==> config.mk <==
export PLATFORM = sky130hd
export DESIGN_NAME = hwm_fifo_peak_reg
export DESIGN_NICKNAME = d
export VERILOG_FILES = /design/src/rtl/hwm_pkg.sv /design/src/rtl/hwm_addr_match.sv /design/src/rtl/hwm_peak_next.sv /design/src/rtl/hwm_fifo_peak_reg.sv
export SDC_FILE = /design/constraint.sdc
export NUM_CORES = 1
export LEC_CHECK = 0
export ABC_AREA = 0
export BUFFER_PORTS_ARGS = -buffer_cell sky130_fd_sc_hd__buf_2
export CAP_MARGIN = 15
export CELL_PAD_IN_SITES_DETAIL_PLACEMENT = 1
export CELL_PAD_IN_SITES_GLOBAL_PLACEMENT = 2
export CORE_AREA = 2 2 88 90
export DETAILED_ROUTE_END_ITERATION = 6
export DIE_AREA = 0 0 90 92
export PLACE_DENSITY_LB_ADDON = 0.1
export SLEW_MARGIN = 20
export SYNTH_ARGS = -nofsm -noshare
export SYNTH_HDL_FRONTEND = slang
export SYNTH_SLANG_ARGS = --single-unit
==> constraint.sdc <==
create_clock -name clk -period 3.7 [get_ports clk]
set_input_delay 0.185 -clock clk [delete_from_list [all_inputs] [get_ports clk]]
set_output_delay 0.185 -clock clk [all_outputs]
set_load 0.005 [all_outputs]
==> src/rtl/hwm_pkg.sv <==
package hwm_pkg;
    localparam int LVL_W   = 10;
    localparam int REG_W   = 32;
    localparam int NUM_CH  = 2;
    localparam int CH_TX   = 0;
    localparam int CH_RX   = 1;
    localparam int FIELD_W = NUM_CH * LVL_W;
    localparam int PAD_W   = REG_W - FIELD_W;

    typedef logic [LVL_W-1:0] level_t;

    typedef struct packed {
        level_t [NUM_CH-1:0] peak;
    } peak_state_t;
endpackage

==> src/rtl/hwm_addr_match.sv <==
module hwm_addr_match #(
    parameter int                ADDR_W = 8,
    parameter logic [ADDR_W-1:0] OFS    = 8'h18
) (
    input  logic [ADDR_W-1:0] addr,
    input  logic              wr,
    output logic              hit,
    output logic              wr_hit
);
    always_comb begin
        hit    = (addr == OFS);
        wr_hit = hit & wr;
    end
endmodule

==> src/rtl/hwm_peak_next.sv <==
module hwm_peak_next #(
    parameter int W = 10
) (
    input  logic [W-1:0] cur_peak,
    input  logic [W-1:0] level,
    input  logic         load,
    input  logic [W-1:0] load_val,
    output logic [W-1:0] nxt_peak
);
    always_comb begin
        if (load) begin
            nxt_peak = load_val;          // host write wins over tracking
        end else if (level > cur_peak) begin
            nxt_peak = level;             // strictly greater only
        end else begin
            nxt_peak = cur_peak;
        end
    end
endmodule

==> src/rtl/hwm_fifo_peak_reg.sv <==
module hwm_fifo_peak_reg
    import hwm_pkg::*;
#(
    parameter int                ADDR_W  = 8,
    parameter logic [ADDR_W-1:0] REG_OFS = 8'h18
) (
    input  logic              clk,
    input  logic              rst_n,
    input  logic [ADDR_W-1:0] host_addr,
    input  logic              host_wr,
    input  logic [REG_W-1:0]  host_wdata,
    output logic [REG_W-1:0]  host_rdata,
    input  logic [LVL_W-1:0]  tx_level,
    input  logic [LVL_W-1:0]  rx_level
);
    peak_state_t          st_d, st_q;
    level_t [NUM_CH-1:0]  lvl;
    level_t [NUM_CH-1:0]  wfield;
    level_t [NUM_CH-1:0]  nxt;
    logic                 reg_hit;
    logic                 reg_wr;

    assign lvl[CH_TX] = tx_level;
    assign lvl[CH_RX] = rx_level;

    hwm_addr_match #(
        .ADDR_W (ADDR_W),
        .OFS    (REG_OFS)
    ) u_match (
        .addr   (host_addr),
        .wr     (host_wr),
        .hit    (reg_hit),
        .wr_hit (reg_wr)
    );

    for (genvar ch = 0; ch < NUM_CH; ch++) begin : g_ch
        assign wfield[ch] = host_wdata[ch*LVL_W +: LVL_W];

        hwm_peak_next #(
            .W (LVL_W)
        ) u_next (
            .cur_peak (st_q.peak[ch]),
            .level    (lvl[ch]),
            .load     (reg_wr),
            .load_val (wfield[ch]),
            .nxt_peak (nxt[ch])
        );
    end

    always_comb begin
        st_d      = st_q;
        st_d.peak = nxt;
    end

    always_ff @(posedge clk or negedge rst_n) begin
        if (!rst_n) begin
            st_q <= '0;
        end else begin
            st_q <= st_d;
        end
    end

    // channel 1 (receive) lands in the upper field, channel 0 in the lower
    always_comb begin
        host_rdata = '0;
        if (reg_hit) begin
            host_rdata = {{PAD_W{1'b0}}, st_q.peak};
        end
    end
endmodule

* Yosys cells after proc, flatten, opt, wreduce, memory -nomap -nowiden *
Cells that the tools add are included.

word-level totals
  output and inout bits = 32
  bits of input ports = 63
  word-level logic and storage cells = 13
  register bits after elaboration = 20

operators by class
  magnitude comparators = 2
  bitwise logic cells = 1
  reductions and logical operators = 2
  muxes and demuxes = 5
  eq/ne operators = 1

operator list
  kind                                                  number
  2-to-1 mux 10 bit                                     4
  > comparator 10 bit                                   2
  2-to-1 mux 20 bit                                     1
  equality test 8 x 5 -> 1 bit (second input constant)  1
  nonzero test 2 bit                                    2
  AND 1 bit                                             1

* Depth between registers and ports, before layout *
Gate-level depths: netlist of run 1.

  depth after elaboration = 3
  gate-level depth with buffers = 8
  mapped depth without buffers = 7

* By module *
Synthesis of run 1 repeated with hierarchy kept, for this count alone.

second synthesis, totals
  cells, all modules = 243
  area total of the unflattened synthesis = 2047.0 µm²

modules (own cells, without submodules)
  module             seq. area each (µm²)  area an instance (µm²)  cells an instance  instances
  hwm_peak_next      0.0                   623.1                   91                 2
  hwm_fifo_peak_reg  500.5                 755.7                   55                 1
  hwm_addr_match     0.0                   45.0                    6                  1

* Worst setup path after synthesis of run 1 *
OpenSTA, ideal clock, no wires.

  kind = reg-to-reg
  start = reg st_q[15] in the netlist's numbering
  end = reg st_q[13] in the netlist's numbering
  period minus slack after synthesis = 2.015 ns
  path slack = 1.685 ns
  buffers on the path = 1
  arrival time = 1.889 ns
  setup time = 0.126 ns
  data required time = 3.574 ns
  cell stages (with the launch flop) = 9
  cell sequence = dfrtp_1 -> inv_1 -> ha_1 -> and4_1 -> o21a_1 -> o21a_1 -> or2_2 -> clkbuf_1 -> a311o_1

between the ends
  word-level cells in the longest chain between the ends = 2

RTL lines
  element                       line                     text
  from (decl)                   hwm_fifo_peak_reg.sv:16  peak_state_t st_d, st_q;
  from (signal assigned)        hwm_fifo_peak_reg.sv:59  st_q <= st_d;
  > comparator 10 bit           hwm_peak_next.sv:13      end else if (level > cur_peak) begin
  nonzero test 2 bit (no line)  n/a

Every way passes these cells.
A chain may end at the register's enable or synchronous reset.

* Worst setup path in the final report of run 1 *
  start = reg st_q[9] in the netlist's numbering
  end = reg st_q[9] in the netlist's numbering

Same word-level chain as after synthesis.

==> results of run 1 <==
## worst paths after layout
check | from | endpoint | slack [ps] | cells after the start
hold reg to reg | st_q[4]$_DFFE_PN0P_ | st_q[4]$_DFFE_PN0P_ | 550 | 2
min in group asynchronous | rst_n | st_q[11]$_DFFE_PN0P_ | 410 | 2
setup / recovery | st_q[9]$_DFFE_PN0P_ | st_q[9]$_DFFE_PN0P_ | 1260 | 7
max in group asynchronous | rst_n | st_q[5]$_DFFE_PN0P_ | 2910 | 2
hold / removal | rx_level[1] | st_q[11]$_DFFE_PN0P_ | 160 | 2
setup reg to reg | st_q[9]$_DFFE_PN0P_ | st_q[9]$_DFFE_PN0P_ | 1260 | 7
## critical path, delay by kind of cell, from the launching register on
family,cells,cell delay [ps]
and+or+nand+nor,3,1160
DFF,1,380
AOI/OAI and AO/OA,2,360
adders and majority gates,1,310
buffers and inverters,1,70
## routing by layer
| layer | track usage (%) | wire length [um] | up-vias |
|---|---|---|---|
| li1 | - | - | 996 |
| met1 | 19.61 | 3022 | 1005 |
| met2 | 29.89 | 3306 | 42 |
| met3 | 2.547 | 216 | 5 |
| met4 | 3.974 | 51 | 0 |
| met5 | 0 | 0 | - |
## power by group
part,total [mW],internal (mW),switching (mW)
Clock,0.237,0.145,0.0919
Combinational,0.700,0.308,0.392
Sequential,0.410,0.331,0.0784
Total,1.35,0.784,0.562
## final cells by class
class	instances	area share [%]
multi-input cells	169	52.48
flip-flops and latches	20	20.28
repair buffers	75	15.82
well taps	102	5.172
inverters	22	3.347
clock buffers	3	1.673
clock inverters	1	1.217
## Yosys cell counts
cell / number
dfrtp_1: 20
nand3_2: 1
nor2b_1: 2
nor2_1: 1
buf_2: 3
a22o_1: 6
buf_1: 1
o221ai_1: 2
a21o_1: 2
ha_1: 20
nor4b_4: 2
and3_1: 21
and2_0: 1
clkbuf_1: 11
and4_1: 4
a311o_1: 6
inv_1: 22
nand2_1: 12
nor2_2: 1
a22oi_1: 3
nor4_1: 6
conb_1: 1
buf_4: 14
or2_2: 1
nand4_1: 14
o311ai_0: 3
o211ai_1: 10
o41ai_1: 4
o31a_1: 4
o31ai_1: 7
and2_1: 1
o21ai_1: 1
o221a_2: 1
a41oi_1: 7
a21oi_1: 6
o21a_1: 4
a31o_2: 4
## what timing repair did
item | 4_1_cts | 5_1_grt
endpoints found under the hold margin | 20 | 0
endpoints found under the setup margin | 0 | 0
hold buffers | 1 | 0
## cell families after synthesis
| group | Yosys count | synth area share (%) |
|---|---|---|
| other cells | 1 | 0.1873 |
| compound gates | 70 | 28.19 |
| fa+ha+maj | 20 | 12.50 |
| flops | 20 | 25.00 |
| buf+inv | 51 | 12.37 |
| simple gates | 67 | 21.75 |
==> results by stage, run 1 <==
Routing:
- The per-cell via count in the routed design is between 5 and 6.
- The aggregate routed wire length is 6.596 mm.
- The count of antenna-violating nets left after detailed routing is 0.
- The routed length per placed instance is 16.83 um.
- Across all layers, the routed design uses around 2000 vias.
- The first routing iteration left 49 violations.
- For this run, design rule violations remaining after detail routing come to 0.
- The number of detailed-route iterations in the first pass is 4.

Place:
- The count of buffers inserted at the top-level ports is 70.
- The post-DP HPWL is 4.917 mm.
- In this run the cell area measured after placement is 2386 sq um.
- After detailed placement, the design holds a cell count of 387.
- The weighted congestion reported at the end of routability-driven placement is 0.7498.
- Prior to clock tree synthesis, the placed netlist has a worst setup slack of approximately 1200 ps.

Logic synthesis:
- After technology mapping, the gate count stands at ~230.
- The number of distinct library cells after synthesis is 37.
- The post-synthesis cell type with the largest combined area is dfrtp_1.
- The cell area after synthesis is 2002 sq um.
- The proportion of synthesized chip area in sequential cells is roughly a quarter.
- The count of warnings emitted by yosys is 0.
- After synthesis, the cell types taking the most area are dfrtp_1, ha_1, and3_1.
- A synthesized cell averages 8.742 sq um.
- The total of flip-flops plus latches after synthesis is 20.
- The top cell type's share of synthesized area is 25.00%.

Floorplanning:
- The core region is ~7400 sq um.
- The starting density of the core is about 27%.
- The die outline width is ~90 um.
- The y dimension of the die is 92 um.
- The full die area is slightly above 8000 sq um.
- The total I/O pin count is 95.
- Row generation in the floorplan step produced 32 rows.

Power and ir drop:
- The analysis attributes to cell leakage a power of 1.270 nW.
- The design draws 1.347 mW.
- The power density over the cells is 545.7 nW/um^2.
- The highest ir drop seen on vdd is 0.1989 mV.

GRT:
- Across every metal layer, demand over resource in global routing totals 16.18%.
- The via count of the first global-routing pass is 2199.
- The maximum number of pins on one net before global-route repair is 34.
- The initial antenna violation count was 0.
- Global routing finished with a remaining overflow of 0.
- The global-route wire length before repair is 10.78 mm.

Clocking:
- The clock drives 20 sinks.
- In this run the post-CTS setup repair buffer count came out at 0.
- TritonCTS built the clock tree.
- The number of buffers created by CTS is 3.
- The CTS clock-pin slew for the worst setup and hold paths is 100 ps.
- In this run, post-CTS repair resized a total of 0 instances.
- The clock root buffer is clkbuf_8.
- The total number of H-tree levels is 1.
- The clock insertion delay at the later pin of the skew report is 280 ps.
- The deepest clock path buffer count is 2.

Timing:
- The final critical delay including setup and external delays is approximately 2400 ps.
- For the pin with the worst max-slew slack, the measured transition is around 930 ps.
- For the final database, setup skew stands at 14.66 ps.
- The worst-case headroom to the max-slew limit is 37.74%.
- Of the available clock period, the critical path in the final layout requires 65.91%.
- In the final timing run, aggregate negative setup slack is 0 ps.
- The worst slack on hold paths is roughly 160 ps.
- The count of final setup violators is 0.
- The number of pins with negative max-slew slack in the final report came to 0.
- Setup repair after global routing left no endpoint under its margin.
- The number of failing hold endpoints at the final stage is 0.
- Across all setup checks in the final design, the least slack found is 1261 ps.
- Derived from the worst setup path, the maximum achievable clock frequency is 0.4101 GHz.

Cells and area:
- In the layout the commonest cells are buf_2, inv_1, and3_1.
- After filler insertion, the fill cell instance count of the layout stands at 935.
- The antenna cell count is 0.
- More flip-flops sit in one register than any other, and that register is st_q.
- After the flow finishes, the layout carries non-filler instances totaling 392.
- The area of all sequential standard cells is 500.5 sq um.
- The area added between synthesis and finish is 23.25%.
- The net count of the finished layout is 374.
- The combined area of the multi-input logic cells is 1295 sq um.
- The largest registers in the layout are st_q x20.
- The library cell used most frequently in the layout, excluding fill and tap cells, is buf_2.
- Once layout is complete, the utilization of the core stands at 33.13%.
- The final cell area excluding filler cells is roughly 2500 sq um.
- The number of flip-flops under the largest register name is 20.
- The share of post-route cells with drive strength above 1 is between 30% and 40%.

Outcome:
- The run finished with clean final reports.

Worst setup path:
- The critical path goes through inv_1 -> ha_1 -> and4_1 -> nand4_1 -> and2_0 -> o211ai_1 -> o311ai_0.
- For the worst setup path, the data required time is 3830 ps.
- The critical path is of the register to register type.
- Of all nets on the critical path, the largest fanout is 10.
- The critical path capture point type is a register.
- Data on the critical path arrives at its endpoint at ~2600 ps.
- The startpoint kind of the worst setup timing path is a register.
- The maximum single-stage delay on the critical path is 510 ps.
- The slowest stage of the critical path belongs to the cell and2_0.

Job:
- The tool flagged a number of max-cap violations equal to 0.

Min path:
- The path class of the tightest hold or removal check is primary input to register.
Power figures use the tool's default switching activity.
==> run 2, diff against run 1 <==
Settings changed: CORE_AREA 2 2 88 90 to 2 2 91 93, DIE_AREA 0 0 90 92 to 0 0 93 95.
Clock period 3.7 ns to 2.55 ns, I/O delays scaled along.
==> run 2 against run 1 <==
Compared with the run above: sequential cell count unchanged; critical path depth unchanged; combinational power up 53%; utilization down 1.3 points; power up 49%; non-clock buffer count up 7.
==> results by stage, run 2 (synthesized netlist as in run 1, its figures left out) <==
Floorplanning:
- The area of the core region is 7928 sq um.
- The row count is 33.
- The floorplan step set the die width to 93 um.
- The full die area is between 8000 and 9000 sq um.
- During I/O placement, the number of pins put on the boundary was 95.
- The floorplan step set the die height to 95 um.
- The initial utilization of the core area, before any placement, comes to 25.25%.

Place:
- Timing analysis after detailed placement gives a worst setup slack of 433.2 ps.
- The instance area at placement is 2442 sq um.
- The HPWL after detailed placement is 5.236 mm.
- At the end of routability-driven placement, the weighted congestion stood at 0.7561.
- The cell total after placement is between 300 and 400.
- The count of buffers inserted at the top-level ports is 70.

Min path:
- The worst hold path depth is 2.
- The startpoint identified for the worst hold timing path is rx_level[0].
- In this run the worst hold path is classified as primary input to register.

Power and ir drop:
- After layout, the design draws a total of 2.002 mW.
- The worst-case IR drop observed on VDD is between 0.3 and 0.4 mV.
- The standby leakage power is about 1.3 nW.
- The power density over the cells is roughly 790 nW/um^2.

Clocking:
- In this run the number of H-tree levels came out at 1.
- The number of gates given a new drive strength after cts is 0.
- The CTS clock-pin slew for the worst setup and hold paths is 90 ps.
- CTS placed an instance of clkbuf_8 at the clock tree root.
- After clock tree synthesis, the flow added hold-fix buffers numbering 1.
- The clock tree from TritonCTS is done.
- For the worst-skew pair, the clock arrives at the later sink with an insertion delay of 270 ps.
- The number of buffers created by CTS is 3.
- The number of setup buffers added after CTS is 0.
- The deepest clock path buffer count is 2.
- The clock sink count is 20.

GRT:
- The initial antenna violation count is 0.
- Entering global routing, the biggest net connects 32 pins.
- Global routing consumed, over all layers together, 16.09% of the routing resources.
- The first global-routing pass estimated 11.02 mm of wire.
- The via count of the first global-routing pass came to around 2200.
- Summed over all layers, the global routing overflow is 0.

Worst setup path:
- The worst setup path is captured at a register.
- Along the worst path, the maximum fanout reaches 10.
- The required arrival time at the worst endpoint is 2710 ps.
- The critical path goes through inv_1 -> ha_1 -> and4_1 -> o21a_1 -> o21a_1 -> or2_2 -> a311o_1.
- The arrival time of the worst setup path is ~2300 ps.
- The kind of critical path is register to register.
- The maximum single-stage delay on the critical path is 400 ps.
- The worst register-to-register path has a depth of 7.
- STA classifies the critical path startpoint as a register.
- In this run the worst setup path begins at st_q[15]$_DFFE_PN0P_.
- Counting stages on the worst path, the most repeated cell is o21a_1.
- The startpoint of the most critical register-to-register path is st_q[15]$_DFFE_PN0P_.
- For this design, the slowest cell found on the critical path is or2_2.

Timing:
- The worst-case headroom to the max-slew limit is 61.47%.
- The number of failing hold endpoints at the final stage came to 0.
- The transition time of the tightest slew-check pin is 577.6 ps.
- Subtracting the final worst setup slack from the clock period gives 2113 ps.
- Hold is met by approximately 120 ps.
- Static timing analysis puts the maximum clock frequency at 0.4732 GHz.
- After layout, the worst path uses 82.87% of the clock period.
- The count of final setup violators is 0.
- Setup repair after global routing left no endpoint under its margin.
- The number of pins with negative max-slew slack in the final report is 0.
- Once routing completed, OpenROAD measured the worst setup slack at 436.9 ps.
- Adding up every negative setup slack in the final design gives 0 ps.
- The final setup skew is between 7 and 8 ps.

Cells and area:
- In the layout the commonest cells are buf_2, inv_1, and3_1.
- The non-filler instance count after layout is 402.
- The largest registers in the layout are st_q x20.
- The final layout contains 381 nets.
- Counting flops per register, the top entry is st_q.
- Leaving out fill and tap cells, the most frequent cell in the layout is buf_2.
- The register with the most flip-flops in the layout has 20 of them.
- 0 antenna diodes ended up in the layout.
- After routing the design area is 2524 sq um.
- The area added between synthesis and finish is 26.06%.
- The share of post-route cells with drive strength above 1 is 31.99%.
- The final design utilization is 31.83%.

Routing:
- The number of detailed-route iterations in the first pass is 4.
- Once detail routing completed, the nets flagged for antenna violations numbered 0.
- For this run, design rule violations remaining after detail routing come to 0.
- In the final routed layout, each cell accounts on average for approximately 17 um.
- In the routed layout, each cell is associated on average with a via count of 5.221.
- The violation count after the first detailed-routing iteration is 60.
- The total via count after detailed routing is approximately 2100.
- The aggregate routed wire length is 6.850 mm.

Job:
- The number of max-capacitance violations reported is 0.

Outcome:
- The flow ran to the end, and the final reports show no timing, DRC or antenna violations.
[run 2: critical path, delay by kind of cell (launching register included)]
| kind | cells | cell delay (ps) |
|---|---|---|
| adder cells (fa/ha/maj) | 1 | 280 |
| AND/OR/NAND/NOR | 2 | 640 |
| flip-flops | 1 | 370 |
| buffers and inverters | 1 | 60 |
| AO/OA/AOI/OAI | 3 | 650 |
[run 2: metal layers]
| layer | track usage, % | wire [um] | vias to the layer above |
|---|---|---|---|
| met4 | 4.534 | 86 | 0 |
| met3 | 1.836 | 175 | 6 |
| met2 | 30.13 | 3601 | 35 |
| met1 | 19.37 | 2986 | 1045 |
| li1 | - | - | 1013 |
| met5 | 0 | 0 | - |
[run 2: path summary, 6_finish.rpt]
kind                                              to  slack, ps
worst max-delay path            st_q[16]$_DFFE_PN0P_        440
min in group asynchronous        st_q[6]$_DFFE_PN0P_        360
worst min-delay path            st_q[10]$_DFFE_PN0P_        120
max in group asynchronous       st_q[10]$_DFFE_PN0P_       1850
worst max register to register  st_q[16]$_DFFE_PN0P_        440
worst min register to register   st_q[2]$_DFFE_PN0P_        560
[run 2: report_power, final]
part | total (mW) | switching [mW] | internal [mW] | leakage, nW
clock | 0.335 | 0.125 | 0.210 | 0.0357
sequential | 0.599 | 0.118 | 0.481 | 0.243
combinational | 1.07 | 0.590 | 0.478 | 1.03
[run 2: cell type report]
cell class	count	area (sq um)
timing repair buffer	82	442.9
multi-input combinational	169	1295
inverter	22	82.58
clock inverter	1	30.03
tap	105	131.4
clock buffer	3	41.29
sequential	20	500.5
fill	979	5404
==> run 3, diff against run 2 <==
Clock period 2.55 ns to 1.97 ns, I/O delays scaled along.
==> run 3 against run 2 <==
Compared with the run above: clock-buffer cell count is the same; highest routed layer unchanged; critical path type unchanged; power rose by 69%; final cell count up 8.0%; sequential power grew 26%; largest cell class unchanged; largest power group unchanged; combinational power rose by 100%; sequential cell count did not move; die area unchanged.
==> results by stage, run 3 (synthesized netlist as in run 1, its figures left out) <==
Cells and area:
- The share of post-route cells with drive strength above 1 is 48.33%.
- The repair_antennas step left the layout with diodes totalling 0.
- The area growth from synthesis to layout is 50.38%.
- The post-layout net count is 413.
- The register with the most flip-flops is st_q.
- The number of flip-flops under the largest register name is 20.
- In the final layout, the registers with the most flip-flops are st_q x20.
- The library cell used most frequently in the layout, excluding fill and tap cells, is buf_2.
- Leaving out fill and tap cells, the most frequent cells in the layout are buf_2, buf_4, and3_1.
- With fillers left out, the area of the finished cells amounts to around 3000 sq um.

Place:
- The weighted congestion reported at the end of routability-driven placement is roughly 0.75.
- The post-DP HPWL is 5.519 mm.
- The count of buffers inserted at the top-level ports is 70.
- The post-placement setup slack is -75.39 ps.
- Summing all placed instances gives a cell area of 2600 sq um.

Routing:
- The first detailed-routing pass took 4 iterations.
- Dividing the detail-routed via count by the number of cells gives 5.154.
- The detailed router finished its first iteration with 59 violations.
- Summing over every cut layer, the via total after detailed routing is roughly 2200.
- Summed over all layers, the routed wires come to between 7 and 8 mm.
- In the final routed layout, each cell accounts on average for 17.79 um.
- After detailed routing, the number of remaining DRC violations is 0.
- The detail route stage leaves a number of antenna-violating nets equal to 0.

Timing:
- The final setup skew is roughly 3.5 ps.
- The number of failing hold endpoints at the final stage is 0.
- In the post-route analysis, the smallest setup slack over all paths is 41.50 ps.
- Setup violations remaining at the end of the flow were counted as 0.
- At the pin with the least slew margin, the transition time is 568.1 ps.
- In this run the tightest slew margin relative to its limit is 62.13%.
- The tightest hold path in the finished design has a slack of around 75 ps.
- The final critical-path share of the clock period is a little over nine tenths.
- The final critical delay including setup and external delays is 1929 ps.
- Setup repair after global routing could not meet its margin everywhere.
- The number of pins with negative max-slew slack in the final report is 0.
- The maximum operating frequency is 0.5185 GHz.

GRT:
- The first global-routing pass estimated 11.67 mm of wire.
- The maximum number of pins on one net before global-route repair is 32.
- In the global route stage, overall resource usage came out at 16.94%.
- Summed over all layers, the global routing overflow is 0.
- The initial antenna violation count is 0.
- The via count of the first global-routing pass is around 2200.

Worst setup path:
- The kind of critical path is register to register.
- The largest fanout on the critical path is 5.
- The worst register-to-register path ends at st_q[15]$_DFFE_PN0P_.
- The arrival time of the worst setup path is approximately 2100 ps.
- For the worst flop-to-flop path, the logic depth is 8.
- STA classifies the critical path startpoint as a register.
- Across all register-to-register paths, the minimum setup slack is 40 ps.
- The worst setup path is captured at a register.
- The worst register-to-register path begins at st_q[17]$_DFFE_PN0P_.
- Data on the critical path is required at its endpoint by 2130 ps.

Floorplanning:
- The y dimension of the die is 95 um.
- The initialized floorplan defines 33 standard-cell rows.
- The die covers 8835 sq um.
- The core region is 7928 sq um.
- The total I/O pin count is 95.
- Once the floorplan was initialized, standard cells occupied 25.25% of the core.
- The die outline width is 93 um.

Outcome:
- The flow ran to the end, and the final reports show no timing, DRC or antenna violations.

Clocking:
- The deepest clock path buffer count is 2.
- Clock tree synthesis selected as its root buffer the cell clkbuf_8.
- The total number of H-tree levels is 1.
- Buffers inserted during clock tree synthesis total 3.
- For this design, the sink count on the clock tree is 20.
- Clock-pin slew was measured on the worst setup and hold paths at around 90 ps.
- For the worst-skew pair, the clock arrives at the later sink with an insertion delay of 270 ps.
- The clock tree from TritonCTS is done.

Job:
- Max-cap violations in this run came to 0.

Min path:
- The worst hold path passes through 3 cells.
- The worst min-delay path class is primary input to register.
- The startpoint of the most critical hold path is host_wdata[5].
- The endpoint of the worst hold path is st_q[5]$_DFFE_PN0P_.

Power and ir drop:
- IR analysis of the VDD net gives a maximum drop of 0.3736 mV.
- The analysis attributes to cell leakage a power of 1.493 nW.
- The internal power of the cells totals 2.013 mW.
- Combinational logic is responsible for 64.5% of the overall power.
- The switching part of the total power is 40.48%.
- Summed over all nets, the switching power comes to 1.369 mW.
- The overall power consumption is 3.382 mW.
- In this run, flip-flops and latches consume 22.4% of the power.
- The share of total power in the clock network is between 10% and 20%.
- In this run the power density over the cells is ~1100 nW/um^2.
==> run 3: cell count changes in the layout (fill, tap and decap cells not counted), moves of 7 or more <==
cell	before	now
ha_1	20	11
inv_2	0	7
ha_4	0	9
buf_4	11	40
inv_1	22	15
==> run 3: timing repair <==
item                                    in CTS  in global routing
gates cloned                                 0                  3
setup buffers                                0                  8
hold endpoints to repair                    20                  0
resized for setup                            5                 46
pin swaps                                    0                 19
endpoints found under the setup margin      15                 20
hold buffers                                 1                  0
==> run 3: worst max-delay path, cell delays in order, from the launching register on <==
cell and delay [ps]:
dfrtp_1 360, inv_1 60, ha_1 290, and4_4 220, nand2_1 90, o221ai_4 220, buf_4 200, nor4_1 60
a311o_1 320
==> run 3: layout make-up <==
| type | count | area (sq um) |
|---|---|---|
| well taps | 105 | 131.4 |
| inverters | 22 | 82.58 |
| fillers | 945 | 4917 |
| clock buffers | 3 | 41.29 |
| multi-input cells | 171 | 1553 |
| clock inverters | 1 | 30.03 |
| flip-flops and latches | 20 | 500.5 |
| repair buffers | 112 | 671.9 |
==> run 3: how the worst max path moves through the flow <==
stage	start	endpoint	slack (ps)	depth (start not counted)
2_1_floorplan	st_q[14]$_DFFE_PN0P_	st_q[13]$_DFFE_PN0P_	10	8
3_3_place_gp	st_q[19]$_DFFE_PN0P_	st_q[16]$_DFFE_PN0P_	-60	7
3_5_place_dp	st_q[13]$_DFFE_PN0P_	st_q[16]$_DFFE_PN0P_	-80	7
4_1_cts	st_q[13]$_DFFE_PN0P_	st_q[10]$_DFFE_PN0P_	2	8
5_1_grt	st_q[12]$_DFFE_PN0P_	st_q[16]$_DFFE_PN0P_	-30	7
6_report	st_q[17]$_DFFE_PN0P_	st_q[15]$_DFFE_PN0P_	40	8
==> run 3: power by group through the flow <==
stage | clock, mW | combinational (mW) | sequential, mW
2_1_floorplan | 0 | 1.01 | 0.727
3_3_place_gp | 0 | 1.64 | 0.748
3_5_place_dp | 0 | 1.65 | 0.755
4_1_cts | 0.453 | 1.69 | 0.747
5_1_grt | 0.468 | 2.41 | 0.784
6_report | 0.445 | 2.18 | 0.757
==> run 3: metal layers <==
layer	global-route usage [%]	part of all wire, %
met2	29.53	48
met4	4.044	1.4
met5	0	0
met3	2.235	3.9
met1	22.24	47
==> run 3: stage by stage <==
| stage | utilization, % | TNS (ps) | instances |
|---|---|---|---|
| floorplan | - | 0 | 240 |
| global placement | 32.80 | -425.5 | 418 |
| detailed placement | 32.80 | -413.1 | 418 |
| CTS | 33.96 | 0 | 423 |
| global route | 37.97 | -121.9 | 434 |
| finish | 37.97 | 0 | 434 |
